===== src/rtl/dce_pkg.sv =====
// Shared types for the masked condition evaluator.
// Assumes a fixed nibble-wide condition field and three evaluation units.
package dce_pkg;
    localparam int COND_W  = 4;
    localparam int N_UNITS = 3;

    // Unit order: index 0 interrupt, 1 branch, 2 wait.
    localparam int UNIT_IRQ  = 0;
    localparam int UNIT_BR   = 1;
    localparam int UNIT_WAIT = 2;

    typedef enum logic [1:0] {
        GATE_NEVER    = 2'd0,
        GATE_IF_TRUE  = 2'd1,
        GATE_IF_FALSE = 2'd2,
        GATE_ALWAYS   = 2'd3
    } gate_mode_e;

    typedef struct packed {
        logic [COND_W-1:0] mask;
        logic [COND_W-1:0] value;
    } sel_t;
endpackage


===== src/rtl/dce_sel_regs.sv =====
// Select register file: one mask/value pair per evaluation unit.
// Assumes single-cycle indexed writes with no side effects. Reads are
// combinational and return only the stored fields; all other bits are zero.
module dce_sel_regs
    import dce_pkg::*;
#(
    parameter int ADDR_W       = 4,
    parameter int DATA_W       = 32,
    parameter int MASK_LSB     = 16,
    parameter int VAL_LSB      = 0,
    parameter int IRQ_SEL_IDX  = 4,
    parameter int BR_SEL_IDX   = 5,
    parameter int WAIT_SEL_IDX = 6
) (
    input  logic                       clk,
    input  logic                       rst_n,
    input  logic                       wr_en,
    input  logic [ADDR_W-1:0]          wr_idx,
    input  logic [DATA_W-1:0]          wr_data,
    input  logic [ADDR_W-1:0]          rd_idx,
    output logic [DATA_W-1:0]          rd_data,
    output sel_t [N_UNITS-1:0]         sel_o
);
    localparam int SEL_IDX [N_UNITS] = '{IRQ_SEL_IDX, BR_SEL_IDX, WAIT_SEL_IDX};

    sel_t [N_UNITS-1:0] sel_q;
    logic [N_UNITS-1:0] hit_wr;

    for (genvar u = 0; u < N_UNITS; u++) begin : g_reg
        // Decode whether this write targets unit u.
        assign hit_wr[u] = wr_en && (wr_idx == ADDR_W'(SEL_IDX[u]));

        // Capture mask and value fields on a matching write.
        always_ff @(posedge clk) begin
            if (!rst_n) begin
                sel_q[u] <= '0;
            end else if (hit_wr[u]) begin
                sel_q[u].mask  <= wr_data[MASK_LSB +: COND_W];
                sel_q[u].value <= wr_data[VAL_LSB  +: COND_W];
            end
        end
    end

    // Assemble read-back word for the addressed unit.
    always_comb begin
        rd_data = '0;
        for (int u = 0; u < N_UNITS; u++) begin
            if (rd_idx == ADDR_W'(SEL_IDX[u])) begin
                rd_data[MASK_LSB +: COND_W] = sel_q[u].mask;
                rd_data[VAL_LSB  +: COND_W] = sel_q[u].value;
            end
        end
    end

    assign sel_o = sel_q;

    AST_SEL_HOLD_NO_HIT: assert property (@(posedge clk) disable iff (!rst_n)
        (hit_wr == '0) |=> $stable(sel_q));

    AST_SEL_ONE_TARGET: assert property (@(posedge clk) disable iff (!rst_n)
        $onehot0(hit_wr));
endmodule


===== src/rtl/dce_cond_unit.sv =====
// One evaluation unit: masked compare of the status nibble against the
// select value, gated by a 2-bit mode. Purely combinational.
module dce_cond_unit
    import dce_pkg::*;
(
    input  sel_t              sel_i,
    input  logic [COND_W-1:0] status_i,
    input  gate_mode_e        mode_i,
    output logic              fire_o
);
    logic match;

    // Compare only the bit positions selected by the mask.
    assign match = ((status_i & sel_i.mask) == (sel_i.value & sel_i.mask));

    // Apply the gating mode to the comparison result.
    always_comb begin
        unique case (mode_i)
            GATE_NEVER:    fire_o = 1'b0;
            GATE_IF_TRUE:  fire_o = match;
            GATE_IF_FALSE: fire_o = !match;
            GATE_ALWAYS:   fire_o = 1'b1;
            default:       fire_o = 1'b0;
        endcase
    end
endmodule


===== src/rtl/dma_cond_eval.sv =====
// Top of the masked condition evaluator. Holds the three select registers,
// runs three evaluation units on an evaluate strobe, and registers the results
// for exactly one cycle. Assumes the sequencer presents command and status
// together with the strobe.
module dma_cond_eval
    import dce_pkg::*;
#(
    parameter int ADDR_W       = 4,
    parameter int DATA_W       = 32,
    parameter int CMD_W        = 16,
    parameter int STAT_W       = 8,
    parameter int MASK_LSB     = 16,
    parameter int VAL_LSB      = 0,
    parameter int IRQ_SEL_IDX  = 4,
    parameter int BR_SEL_IDX   = 5,
    parameter int WAIT_SEL_IDX = 6
) (
    input  logic              clk,
    input  logic              rst_n,
    input  logic              sel_wr_en,
    input  logic [ADDR_W-1:0] sel_wr_idx,
    input  logic [DATA_W-1:0] sel_wr_data,
    input  logic [ADDR_W-1:0] sel_rd_idx,
    output logic [DATA_W-1:0] sel_rd_data,
    input  logic              eval_strobe,
    input  logic [CMD_W-1:0]  cmd_word,
    input  logic [STAT_W-1:0] dev_status,
    output logic              result_valid,
    output logic              irq_pulse,
    output logic              branch_take,
    output logic              step_next,
    output logic              wait_stall
);
    // Mode field of unit u starts at bit MODE_TOP_LSB - 2*u.
    localparam int MODE_W       = 2;
    localparam int MODE_TOP_LSB = MODE_W * (N_UNITS - 1);

    sel_t [N_UNITS-1:0] sel;
    logic [N_UNITS-1:0] fire;
    logic [N_UNITS-1:0] fire_q;
    logic               valid_q;

    dce_sel_regs #(
        .ADDR_W      (ADDR_W),
        .DATA_W      (DATA_W),
        .MASK_LSB    (MASK_LSB),
        .VAL_LSB     (VAL_LSB),
        .IRQ_SEL_IDX (IRQ_SEL_IDX),
        .BR_SEL_IDX  (BR_SEL_IDX),
        .WAIT_SEL_IDX(WAIT_SEL_IDX)
    ) u_regs (
        .clk    (clk),
        .rst_n  (rst_n),
        .wr_en  (sel_wr_en),
        .wr_idx (sel_wr_idx),
        .wr_data(sel_wr_data),
        .rd_idx (sel_rd_idx),
        .rd_data(sel_rd_data),
        .sel_o  (sel)
    );

    for (genvar u = 0; u < N_UNITS; u++) begin : g_unit
        dce_cond_unit u_cond (
            .sel_i   (sel[u]),
            .status_i(dev_status[COND_W-1:0]),
            .mode_i  (gate_mode_e'(cmd_word[MODE_TOP_LSB - MODE_W*u +: MODE_W])),
            .fire_o  (fire[u])
        );
    end

    // Register the decisions only for the cycle after an evaluate strobe.
    always_ff @(posedge clk) begin
        if (!rst_n) begin
            valid_q <= 1'b0;
            fire_q  <= '0;
        end else begin
            valid_q <= eval_strobe;
            fire_q  <= eval_strobe ? fire : '0;
        end
    end

    assign result_valid = valid_q;
    assign irq_pulse    = fire_q[UNIT_IRQ];
    assign branch_take  = fire_q[UNIT_BR];
    assign step_next    = valid_q && !fire_q[UNIT_BR];
    assign wait_stall   = fire_q[UNIT_WAIT];

    AST_IRQ_NEEDS_EVAL: assert property (@(posedge clk) disable iff (!rst_n)
        irq_pulse |-> $past(eval_strobe));

    AST_IRQ_SINGLE_CYCLE: assert property (@(posedge clk) disable iff (!rst_n)
        (irq_pulse && !eval_strobe) |=> !irq_pulse);

    AST_BRANCH_XOR_STEP: assert property (@(posedge clk) disable iff (!rst_n)
        result_valid |-> $countones({branch_take, step_next}) == 1);

    AST_STEP_NEEDS_VALID: assert property (@(posedge clk) disable iff (!rst_n)
        !result_valid |-> !(branch_take || step_next || wait_stall || irq_pulse));

    AST_IRQ_NEVER_MODE: assert property (@(posedge clk) disable iff (!rst_n)
        (eval_strobe && cmd_word[5:4] == 2'b00) |=> !irq_pulse);

    AST_WAIT_ALWAYS_MODE: assert property (@(posedge clk) disable iff (!rst_n)
        (eval_strobe && cmd_word[1:0] == 2'b11) |=> wait_stall);

    AST_BRANCH_NEVER_MODE: assert property (@(posedge clk) disable iff (!rst_n)
        (eval_strobe && cmd_word[3:2] == 2'b00) |=> step_next);
endmodule


===== config.mk =====
export PLATFORM = sky130hd
export DESIGN_NAME = dma_cond_eval
export DESIGN_NICKNAME = d
export VERILOG_FILES = /design/src/rtl/dce_pkg.sv /design/src/rtl/dce_sel_regs.sv /design/src/rtl/dce_cond_unit.sv /design/src/rtl/dma_cond_eval.sv
export SDC_FILE = /design/constraint.sdc
export NUM_CORES = 1
export LEC_CHECK = 0
export BUFFER_PORTS_ARGS = -buffer_cell sky130_fd_sc_hd__buf_2
export CAP_MARGIN = 10
export CORE_ASPECT_RATIO = 1.4
export CORE_MARGIN = 1
export CORE_UTILIZATION = 44
export DETAILED_ROUTE_END_ITERATION = 16
export GPL_TIMING_DRIVEN = 0
export PLACE_DENSITY = 0.84
export SYNTH_ARGS = -nofsm -noshare
export SYNTH_HDL_FRONTEND = slang
export SYNTH_SLANG_ARGS = --single-unit

===== constraint.sdc =====
create_clock -name clk -period 3.23 [get_ports clk]
set_clock_uncertainty 0.05 [all_clocks]
set_input_delay 0.323 -clock clk [delete_from_list [all_inputs] [get_ports clk]]
set_output_delay 0.323 -clock clk [all_outputs]
set_load 0.1 [all_outputs]

==> results.sh <==
export IMPL_status="complete, no violations"
export IMPL_diodes=0
export IMPL_critPathCaptureType="output port"
export IMPL_gp_congestion=0.7614
export IMPL_grt_max_degree=17
export IMPL_synth_top_area_share_pct=35.08
export IMPL_num_io_pins=105
export IMPL_synth_compound_gate_area_share_pct=9.397
export IMPL_grt_pass1_vias=1140
export IMPL_antenna_found_initial=0
export IMPL_route_detailed_drc=0
export IMPL_synthSimpleGateAreaFrac_pct=20.52
export IMPL_yosys_area_share_adder_pct=0
export IMPL_start_util_pct=46.86
export IMPL_drive_gt1_share_pct=32.63
export IMPL_synth_seq_cells=28
export IMPL_place_inst=272
export IMPL_synth_top_family_by_area="simple AND/OR/NAND/NOR gates"
export IMPL_dp_slack_ns=0.9765
export IMPL_cts_tree="done"
export IMPL_overflow=0
export IMPL_grt_usage_pct=18.22
export IMPL_total_leakage_power_uw=0.001016
export IMPL_ir_drop_mv=0.2896
export IMPL_required_ns=2.86
export IMPL_path_clk_slew_ns=0.10
export IMPL_cts_buffers=3
export IMPL_die_h_um=73.30
export IMPL_worstPathMaxFanout=8
export IMPL_clock_path_buffers=2
export IMPL_drt_antenna_violating_nets=0
export IMPL_totalWireLength_um=3397
export IMPL_die_w_um=52.93
export IMPL_drt_iter0_markers=44
export IMPL_die_area_um2=3880
export IMPL_synthMuxAreaShare_pct=15.04
export IMPL_cts_setup_buffers=0
export IMPL_ctsHoldBuffers=0
export IMPL_instances_no_fill=276
export IMPL_synth_cell_type_count=20
export IMPL_placed_area_um2=1944
export IMPL_io_buffers=42
export IMPL_max_cap_viol_count=0
export IMPL_dp_hpwl_um=2623
export IMPL_yosysTopAreaCell="dfxtp_1"
export IMPL_cts_resized_gates=0
export IMPL_cts_max_level=1
export IMPL_num_rows=25
export IMPL_setup_ws_ns=0.9703
export IMPL_grt_pass1_wl_um=5188
export IMPL_drv_slew=0
export IMPL_syn_area_um2=1598
export IMPL_r2r_slack_ns=1.97
export IMPL_vias_per_cell=4.620
export IMPL_via_count=1275
export IMPL_layout_common_cells="buf_2 (42), dfxtp_1 (28), nor2b_1 (25), buf_4 (25)"
export IMPL_syn_to_final_growth_pct=26.15
export IMPL_synth_xor_area_share_pct=6.578
export IMPL_cts_root_buf="clkbuf_8"
export IMPL_design_area_um2=2016
export IMPL_synth_avg_cell_area_um2=9.568
export IMPL_setup_viol=0
export IMPL_tns_ns=0
export IMPL_final_common_cell="buf_2"
export IMPL_rsz0062_at_grt="no"
export IMPL_fmax_mhz=442.5
export IMPL_tightest_slew_ns=0.6177
export IMPL_slew_headroom_pct=58.64
export IMPL_ys_warn_count=0
export IMPL_p_per_area_nw_per_um2=433.8
export IMPL_period_minus_slack_ns=2.260
export IMPL_fin_crit_sh_pct=69.96
export IMPL_synth_seq_area_share_pct=35.08
export IMPL_clock_latency_ns=0.28
export IMPL_routedWlPerCell_um=12.31
export IMPL_worstPathArrival_ns=1.89
export IMPL_nets=305
export IMPL_critPathKind="primary input to output port"
export IMPL_dr_pass1_iters=4
export IMPL_cts_sinks=28
export IMPL_hold_class="primary input to flip-flop"
export IMPL_finalHoldViolCount=0
export IMPL_synthTopCellsByArea="dfxtp_1 (35%), mux2i_1 (15%), buf_4 (12%), nor2b_1 (9.8%), a22oi_1 (6.6%)"
export IMPL_worst_setup_path_start_kind="primary input"
export IMPL_core_area_um2=3410
export IMPL_synthCells=167
[per-layer routing]
metal	vias to the layer above	global-route usage (%)	part of all wire, %
li1	658	-	-
met1	562	21.67	42
met2	50	32.77	51
met3	5	2.277	5.7
met4	0	6.140	1.2
met5	-	0	0
[state kept, by name, indices dropped and copies added (netlist names)]
signal and count:
u_regs.sel_o 24, result_valid 1, fire_q 3
[kinds of logic (layout without fill, tap and decap cells)]
family | count (synthesis) | count (layout)
flip-flops | 28 | 28
buffers and inverters | 29 | 75
AO/OA/AOI/OAI | 20 | 20
other | 1 | 24
AND/OR/NAND/NOR | 53 | 53
XOR/XNOR | 12 | 12
multiplexers | 24 | 24
[cells in the mapped netlist]
cell type  instances
dfxtp_1           28
nor2b_1           25
a41o_1             3
nor3_4             1
buf_4             25
buf_6              1
conb_1             1
xor2_1            12
mux2i_1           24
clkbuf_1           3
a21oi_1            3
or3b_1             1
nor3b_2            2
and2_1             1
nor3b_1            1
nand3b_4           1
nand2b_1           1
a22oi_1           14
nor3_2             1
nand2_1           19
[where the power goes]
group | internal [uW] | total, uW | switching [uW] | leakage [uW]
clock network | 166 | 280 | 114 | 0.0000357
logic | 54.8 | 239 | 184 | 0.000754
registers | 351 | 355 | 4.04 | 0.000227
[area by class of cell]
| class | instances | area, um2 |
|---|---|---|
| buffer | 29 | 210.2 |
| timing repair buffer | 42 | 210.2 |
| multi-input combinational | 133 | 913.4 |
| tap | 40 | 50.05 |
| fill | 327 | 1394 |
| clock buffer | 3 | 41.29 |
| clock inverter | 1 | 30.03 |
| sequential | 28 | 560.5 |
[metrics by stage]
stage                     hold WS, ns  util (%)  total power [uW]
after floorplan                0.4012         -             563.5
after global placement         0.4740     57.03             599.6
after CTS                      0.2192     59.12             873.4
after global routing           0.2324     59.12             899.6
final                          0.2152     59.12             874.5
after detailed placement       0.4800     57.03             600.9
[path summary, 6_finish.rpt]
| path | startpoint | to | cells past startpoint |
|---|---|---|---|
| worst max register to register | u_regs.sel_o[19] | fire_q[2] | 4 |
| worst max-delay path | sel_rd_idx[3] | sel_rd_data[17] | 6 |
| worst min register to register | u_regs.sel_o[4] | u_regs.sel_o[4] | 2 |
| worst min-delay path | cmd_word[4] | fire_q[0] | 2 |
[critical path, cell delays in order]
cell      delay (ns)
buf_2           0.09
nand2b_1        0.19
nor3b_2         0.55
a22oi_1         0.20
nand2_1         0.11
buf_2           0.42
Power figures use the tool's default switching activity.
